--- src/rtl/dp_arb_pkg.sv ---
package dp_arb_pkg;
  typedef enum logic [1:0] {
    OWN_NONE  = 2'd0,
    OWN_LEFT  = 2'd1,
    OWN_RIGHT = 2'd2
  } owner_e;
endpackage

--- src/rtl/dp_arrival_tracker.sv ---
// Flags the cycle in which a port newly presents an enabled address.
module dp_arrival_tracker #(
  parameter int ADDR_W = 11
) (
  input  logic              clk,
  input  logic              rst_n,
  input  logic              en,
  input  logic [ADDR_W-1:0] addr,
  output logic              fresh
);
  logic              prev_en;
  logic [ADDR_W-1:0] prev_addr;

  always_ff @(posedge clk) begin
    if (!rst_n) begin
      prev_en   <= 1'b0;
      prev_addr <= '0;
    end else begin
      prev_en   <= en;
      prev_addr <= addr;
    end
  end

  assign fresh = en && (!prev_en || (addr != prev_addr));
endmodule

--- src/rtl/dp_priority_resolver.sv ---
// Decides which port owns a contested location this cycle.
module dp_priority_resolver
  import dp_arb_pkg::*;
#(
  parameter int ADDR_W = 11
) (
  input  logic              clk,
  input  logic              rst_n,
  input  logic              l_en,
  input  logic [ADDR_W-1:0] l_addr,
  input  logic              l_fresh,
  input  logic              r_en,
  input  logic [ADDR_W-1:0] r_addr,
  input  logic              r_fresh,
  output logic              clash,
  output owner_e            owner_now
);
  owner_e owner_q;

  assign clash = l_en && r_en && (l_addr == r_addr);

  always_comb begin
    if (!clash)
      owner_now = OWN_NONE;
    else if (owner_q != OWN_NONE && !l_fresh && !r_fresh)
      owner_now = owner_q;              // collision unchanged: keep holder
    else if (l_fresh && !r_fresh)
      owner_now = OWN_RIGHT;            // right was there first
    else
      owner_now = OWN_LEFT;             // left earlier, or tie-break
  end

  always_ff @(posedge clk) begin
    if (!rst_n) owner_q <= OWN_NONE;
    else        owner_q <= owner_now;
  end
endmodule

--- src/rtl/dp_write_gate.sv ---
// Turns the ownership decision (or external inhibits) into strobes and flags.
module dp_write_gate
  import dp_arb_pkg::*;
(
  input  logic   clk,
  input  logic   rst_n,
  input  logic   follower_mode,
  input  owner_e owner_now,
  input  logic   l_en,
  input  logic   l_we,
  input  logic   r_en,
  input  logic   r_we,
  input  logic   l_busy_in,
  input  logic   r_busy_in,
  output logic   l_busy_n,
  output logic   r_busy_n,
  output logic   l_wr_go,
  output logic   r_wr_go
);
  logic l_lose, r_lose, l_block, r_block;

  assign l_lose  = (owner_now == OWN_RIGHT);
  assign r_lose  = (owner_now == OWN_LEFT);
  assign l_block = follower_mode ? !l_busy_in : l_lose;
  assign r_block = follower_mode ? !r_busy_in : r_lose;

  assign l_wr_go = l_en && l_we && !l_block;
  assign r_wr_go = r_en && r_we && !r_block;

  always_ff @(posedge clk) begin
    if (!rst_n) begin
      l_busy_n <= 1'b1;
      r_busy_n <= 1'b1;
    end else begin
      l_busy_n <= follower_mode || !l_lose;
      r_busy_n <= follower_mode || !r_lose;
    end
  end
endmodule

--- src/rtl/dp_collision_arbiter.sv ---
module dp_collision_arbiter
  import dp_arb_pkg::*;
#(
  parameter int ADDR_W = 11
) (
  input  logic              clk,
  input  logic              rst_n,
  input  logic              follower_mode,
  input  logic              l_en,
  input  logic              l_we,
  input  logic [ADDR_W-1:0] l_addr,
  input  logic              r_en,
  input  logic              r_we,
  input  logic [ADDR_W-1:0] r_addr,
  input  logic              l_busy_in,
  input  logic              r_busy_in,
  output logic              l_busy_n,
  output logic              r_busy_n,
  output logic              l_wr_go,
  output logic              r_wr_go
);
  localparam int NPORT = 2;

  logic [NPORT-1:0]       en_v, fresh_v;
  logic [ADDR_W-1:0]      addr_v [NPORT];
  logic                   clash;
  owner_e                 owner_now;

  assign en_v[0]   = l_en;
  assign en_v[1]   = r_en;
  assign addr_v[0] = l_addr;
  assign addr_v[1] = r_addr;

  for (genvar p = 0; p < NPORT; p++) begin : g_track
    dp_arrival_tracker #(.ADDR_W(ADDR_W)) u_track (
      .clk  (clk),
      .rst_n(rst_n),
      .en   (en_v[p]),
      .addr (addr_v[p]),
      .fresh(fresh_v[p])
    );
  end

  dp_priority_resolver #(.ADDR_W(ADDR_W)) u_resolve (
    .clk      (clk),
    .rst_n    (rst_n),
    .l_en     (l_en),
    .l_addr   (l_addr),
    .l_fresh  (fresh_v[0]),
    .r_en     (r_en),
    .r_addr   (r_addr),
    .r_fresh  (fresh_v[1]),
    .clash    (clash),
    .owner_now(owner_now)
  );

  dp_write_gate u_gate (
    .clk          (clk),
    .rst_n        (rst_n),
    .follower_mode(follower_mode),
    .owner_now    (owner_now),
    .l_en         (l_en),
    .l_we         (l_we),
    .r_en         (r_en),
    .r_we         (r_we),
    .l_busy_in    (l_busy_in),
    .r_busy_in    (r_busy_in),
    .l_busy_n     (l_busy_n),
    .r_busy_n     (r_busy_n),
    .l_wr_go      (l_wr_go),
    .r_wr_go      (r_wr_go)
  );
endmodule

--- config.mk ---
export PLATFORM = sky130hd
export DESIGN_NAME = dp_collision_arbiter
export DESIGN_NICKNAME = d
export VERILOG_FILES = /design/src/rtl/dp_arb_pkg.sv /design/src/rtl/dp_arrival_tracker.sv /design/src/rtl/dp_priority_resolver.sv /design/src/rtl/dp_write_gate.sv /design/src/rtl/dp_collision_arbiter.sv
export SDC_FILE = /design/constraint.sdc
export NUM_CORES = 1
export LEC_CHECK = 0
export BUFFER_PORTS_ARGS = -buffer_cell sky130_fd_sc_hd__buf_2
export CAP_MARGIN = 20
export CORE_ASPECT_RATIO = 1.4
export CORE_MARGIN = 2
export CORE_UTILIZATION = 48
export CTS_CLUSTER_DIAMETER = 50
export CTS_CLUSTER_SIZE = 20
export DETAILED_ROUTE_END_ITERATION = 12
export GPL_TIMING_DRIVEN = 0
export PLACE_DENSITY = 0.75
export RECOVER_POWER = 25
export SYNTH_ARGS = -nofsm -noshare
export SYNTH_HDL_FRONTEND = slang
export SYNTH_SLANG_ARGS = --single-unit
--- constraint.sdc ---
create_clock -name clk -period 1.6 [get_ports clk]
set_input_delay 0.08 -clock clk [delete_from_list [all_inputs] [get_ports clk]]
set_output_delay 0.08 -clock clk [all_outputs]
set_load 0.05 [all_outputs]
Word-level counts from Yosys, hierarchy flattened
Index checks and enable logic that the tools add are counted.
{ "op_classes": {"n_addsub": 0, "n_mul": 0, "div": 0, "magnitude_cmp": 0, "n_eq_ne": 5, "n_shift": 0, "n_mux": 5, "bitwise_logic": 0, "n_reduce_logical": 26} }
{ "op_table": {"columns": ["cell", "n"], "rows": [
  ["$ne 11x11->1", 2],
  ["$eq 11x11->1", 1],
  ["$logic_and 1x1->1", 11],
  ["$logic_not 1->1", 10],
  ["$mux 2", 3],
  ["$logic_or 1x1->1", 4],
  ["$eq 2x1->1 const B", 1],
  ["$eq 2x2->1 const B", 1],
  ["$mux 1", 2],
  ["$reduce_bool 2->1", 1]
]} }
{ "totals": {"register_bits": 28, "latch_bits": 0, "ram_bits": 0, "mem_bits_ro": 0, "mem_count": 0} }

Depth between registers and ports, before layout
{ "depth": {"depth_word": 12, "mapped_depth": 5} }

By module
A second synthesis with hierarchy kept.
{ "hier_totals": {"hier_cells": 120, "area_unflattened_um2": 1209.9} }
{ "by_module_without_submodules": {"columns": ["module", "n_inst", "cells_per_inst", "area_per_inst_um2", "seq_area_each_um2"], "rows": [
  ["dp_arrival_tracker", 2, 40, 444.2, 240.2],
  ["dp_priority_resolver", 1, 27, 215.2, 40.0],
  ["dp_write_gate", 1, 13, 106.4, 40.0]
]} }

Worst setup path after synthesis
OpenSTA, ideal clock, no wires.
{ "synth_path": {"path_kind": "register -> output", "startpoint": "register g_track[1].u_track.prev_addr[0]", "endpoint": "output r_wr_go", "arrival_ns": 1.706, "t_required_ns": 1.520, "path_slack_ns": -0.186, "stages_incl_launch_ff": 6, "path_cell_list": "dfxtp_1 xnor2_1 nand4_1 o31ai_1 o21ai_1 a21oi_1"} }
{ "synth_between": {"elab_chain_cells": 12} }
{ "synth_rtl": {"columns": ["element", "line_no", "rtl"], "rows": [
  ["from (decl)", "dp_arrival_tracker.sv:12", "logic [ADDR_W-1:0] prev_addr;"],
  ["from (signal assigned)", "dp_arrival_tracker.sv:20", "prev_addr <= addr;"],
  ["$ne 11x11->1 *", "dp_arrival_tracker.sv:24", "assign fresh = en && (!prev_en || (addr != prev_addr));"],
  ["$logic_or 1x1->1 *", "dp_arrival_tracker.sv:24", null],
  ["$logic_and 1x1->1 *", "dp_arrival_tracker.sv:24", null],
  ["$logic_not 1->1 *", "dp_priority_resolver.sv:25, dp_priority_resolver.sv:27", null],
  ["$logic_and 1x1->1", "dp_priority_resolver.sv:27", "else if (l_fresh && !r_fresh)"],
  ["$mux 2", "dp_priority_resolver.sv:27", null],
  ["$mux 2 *", "dp_priority_resolver.sv:25", "else if (owner_q != OWN_NONE && !l_fresh && !r_fresh)"],
  ["$mux 2 *", "dp_priority_resolver.sv:23", "if (!clash)"],
  ["$eq 2x1->1 *", "dp_write_gate.sv:23", "assign r_lose = (owner_now == OWN_LEFT);"],
  ["$mux 1 *", "dp_write_gate.sv:25", "assign r_block = follower_mode ? !r_busy_in : r_lose;"],
  ["$logic_not 1->1 *", "dp_write_gate.sv:28", "assign r_wr_go = r_en && r_we && !r_block;"],
  ["$logic_and 1x1->1 *", "dp_write_gate.sv:28", null],
  ["to (decl)", "dp_collision_arbiter.sv:20", "output logic r_wr_go"]
]} }
Mark *: on every way between the ends. The rest lies on a longest branch, timed or not.

Worst setup path after layout
{ "layout_path": {"startpoint": "register g_track[1].u_track.prev_addr[9]", "endpoint": "output r_wr_go"} }
Same word-level chain as after synthesis.

==> impl_metrics.ini <==
[status]
outcome = finished with violations
violations = negative setup slack

[synth]
syn_nets = 148
synth_seq_area_share_pct = 45.9
synth.distinct_cells = 23
yosys-top-cells-area = dfxtp_1 (46%), xnor2_1 (16%), and2_1 (12%)
syn_avg_cell_area_um2 = 10.4
synth_top_area_share_pct = 45.9
yosys_warnings = 0
yosys.area.top_type = dfxtp_1
syn_inst = 117
syn_area_um2 = 1220
ys_seq_elements = 28

[die]
fp-row-count = 21
ioPinCount = 35
start_util_pct = 50.5
coreArea_um2 = 2420
die_x_um = 46.6
fp.dieArea_um2 = 2970
fp.dieH_um = 63.7

[setup_path]
worstPathArrival_ps = 1810
crit_required_ps = 1520
crit_path_max_incr_delay_ps = 340
critPathTopFamily = compound AO/OA/AOI/OAI gates
ff2ff_path_depth = 7
path_class = flip-flop to primary output
crit_path_start_kind = flip-flop
crit_path_max_fanout = 2
r2r_end = u_resolve.owner_q[0]
r2r_slack_ps = 10
r2r-start = g_track[0].u_track.prev_addr[4]
path_cells = xnor2_1 -> nand4_1 -> o31ai_2 -> buf_4 -> o21ai_4 -> a21oi_2 -> buf_6
cp_num_buf_inv = 2
endpoint_kind = primary output
crit_slowest_cell = dfxtp_2

[clock_tree]
clockBufferDepth = 2
cts_sinks = 28
clock-root-buffer = clkbuf_4
cts_tree = done
clk_pin_slew_ps = 140
numCtsBuffers = 3
insertion_delay_ps = 320
htreeDepth = 1

[drt]
drc_errors = 0
finalWirelength_um = 2520
dr.pass1.iters = 2
wl_per_cell_um = 12.2
num_vias = 981
ant_nets = 0
viasPerCell = 4.74
drt_iter0_markers = 3

[global_routing]
antenna_found_initial = 0
grt_pass1_vias = 956
grt_max_degree = 16
grt_first_pass_wirelength_um = 3950
grt_use_total_pct = 18.1
overflow = 0

[cells_and_area]
finalNetCount = 205
ff_latch_area_um2 = 564
nFillCells = 202
multi_input_area_um2 = 689
drive_gt1_share_pct = 33.5
area_growth_pct = 39.1
num_antenna_cells = 0

[power]
leakage_nw = 0.680
p_total_mw = 1.33
power_density_nw_per_um2 = 784
vdd_drop_max_v = 0.000619

[sta]
max_freq_mhz = 529
finalSetupViolations = 2
worstMarginPinSlew_ps = 377
setup_tns_ps = -563
fin_skew_ps = 1.90
finalHoldViolCount = 0
fin_crit_sh_pct = 118
slew_headroom_pct = 74.9
min_period_ps = 1890
report.final.slew_viol_count = 0
rsz0062_at_grt = true
fin_ws_ps = -291
holdWs_ps = 9.32

[placement]
portBuffers = 34
dp_hpwl_um = 1780
gp_congestion = 0.738

[hold_path]
hold_path_end = g_track[1].u_track.prev_addr[0]
holdCritStartpoint = r_addr[0]
min_path_type = input pin to flip-flop
whs_path_depth = 2

[job]
maxCapViolCount = 0
-- repair_timing --
| action | CTS | global route |
|---|---|---|
| hold buffers | 12 | 2 |
| endpoints found under the hold margin | 12 | 2 |
| buffers inserted | 2 | 2 |
| setup endpoints to repair | 2 | 2 |
| resized for setup | 7 | 7 |
| cloned | 0 | 0 |
| pin swaps | 3 | 6 |
-- report_power, final --
group          switching (mW)  internal (mW)
clock                   0.192          0.139
sequential             0.0135          0.730
combinational           0.119          0.138
-- final cells by class --
| cell class | count | share of cell area [%] |
|---|---|---|
| flip-flops and latches | 28 | 33.2 |
| repair buffers | 52 | 20.7 |
| well taps | 34 | 2.50 |
| inverters | 2 | 0.442 |
| multi-input cells | 85 | 40.6 |
| plain buffers | 2 | 0.442 |
| clock buffers | 4 | 2.14 |
-- cells by family after synthesis --
group / count (synthesis) / synth area share (%)
and+or+nand+nor: 45 / 25.5
xor gates and xnor gates: 33 / 23.7
DFF: 28 / 45.9
AOI/OAI and AO/OA: 7 / 3.69
buffers and inverters: 4 / 1.23
-- cell usage after synthesis, drive strengths merged --
cell type,instances
xnor2,22
nor3b,1
nor3,2
nor2,1
clkbuf,2
nor4,3
o21ai,2
and2,24
nand2,3
a21oi,2
nand2b,2
nand4,6
o31a,2
xor2,11
inv,2
dfxtp,28
nand3,2
nor2b,1
o31ai,1
-- layout by cell type (no fill, tap or decap), types with 3 or more instances in the layout --
master,count
buf_4,4
xnor2_1,21
buf_2,31
dfxtp_2,3
clkbuf_4,3
clkbuf_1,3
nand2_1,3
and2_1,19
dfxtp_1,25
dlygate4sd3_1,14
nand4_1,6
and2_0,4
xor2_1,11
-- stage by stage --
step / std cells / utilization, % / worst slack [ps] / instance area, um2
final: 207 / 70.3 / -291 / 1700
after CTS: 203 / 67.5 / -274 / 1630
after detailed placement: 185 / 59.5 / 2.21 / 1440
after floorplan: 117 / - / 69.4 / 1220
after global placement: 185 / 59.5 / 35.5 / 1440
after global routing: 207 / 70.3 / -409 / 1700
-- per-layer routing --
| metal | vias up | GRT usage, % | wire, um | part of all wire [%] |
|---|---|---|---|---|
| met5 | - | 0 | 0 | 0 |
| met3 | 6 | 3.44 | 99 | 3.9 |
| met2 | 28 | 33.2 | 1430 | 57 |
| met1 | 450 | 19.3 | 942 | 37 |
| li1 | 497 | - | - | - |
| met4 | 0 | 6.60 | 51 | 2.0 |
-- how the worst max path moves through the flow --
stage                                    start      end  cells past startpoint
6_report       g_track[1].u_track.prev_addr[9]  r_wr_go                      7
5_1_grt        g_track[1].u_track.prev_addr[4]  r_wr_go                      7
4_1_cts        g_track[1].u_track.prev_addr[4]  l_wr_go                      6
3_5_place_dp   g_track[1].u_track.prev_addr[9]  l_wr_go                      6
3_3_place_gp   g_track[0].u_track.prev_addr[6]  l_wr_go                      6
2_1_floorplan  g_track[1].u_track.prev_addr[0]  r_wr_go                      5
-- flip-flops by register name, indices dropped and copies added, names as in the netlist --
| register | cells |
|---|---|
| g_track.u_track.prev_en | 2 |
| u_resolve.owner_q | 2 |
| g_track.u_track.prev_addr | 22 |
| u_gate.r_busy_n | 1 |
| u_gate.l_busy_n | 1 |
(Power assumes the default switching activity.)
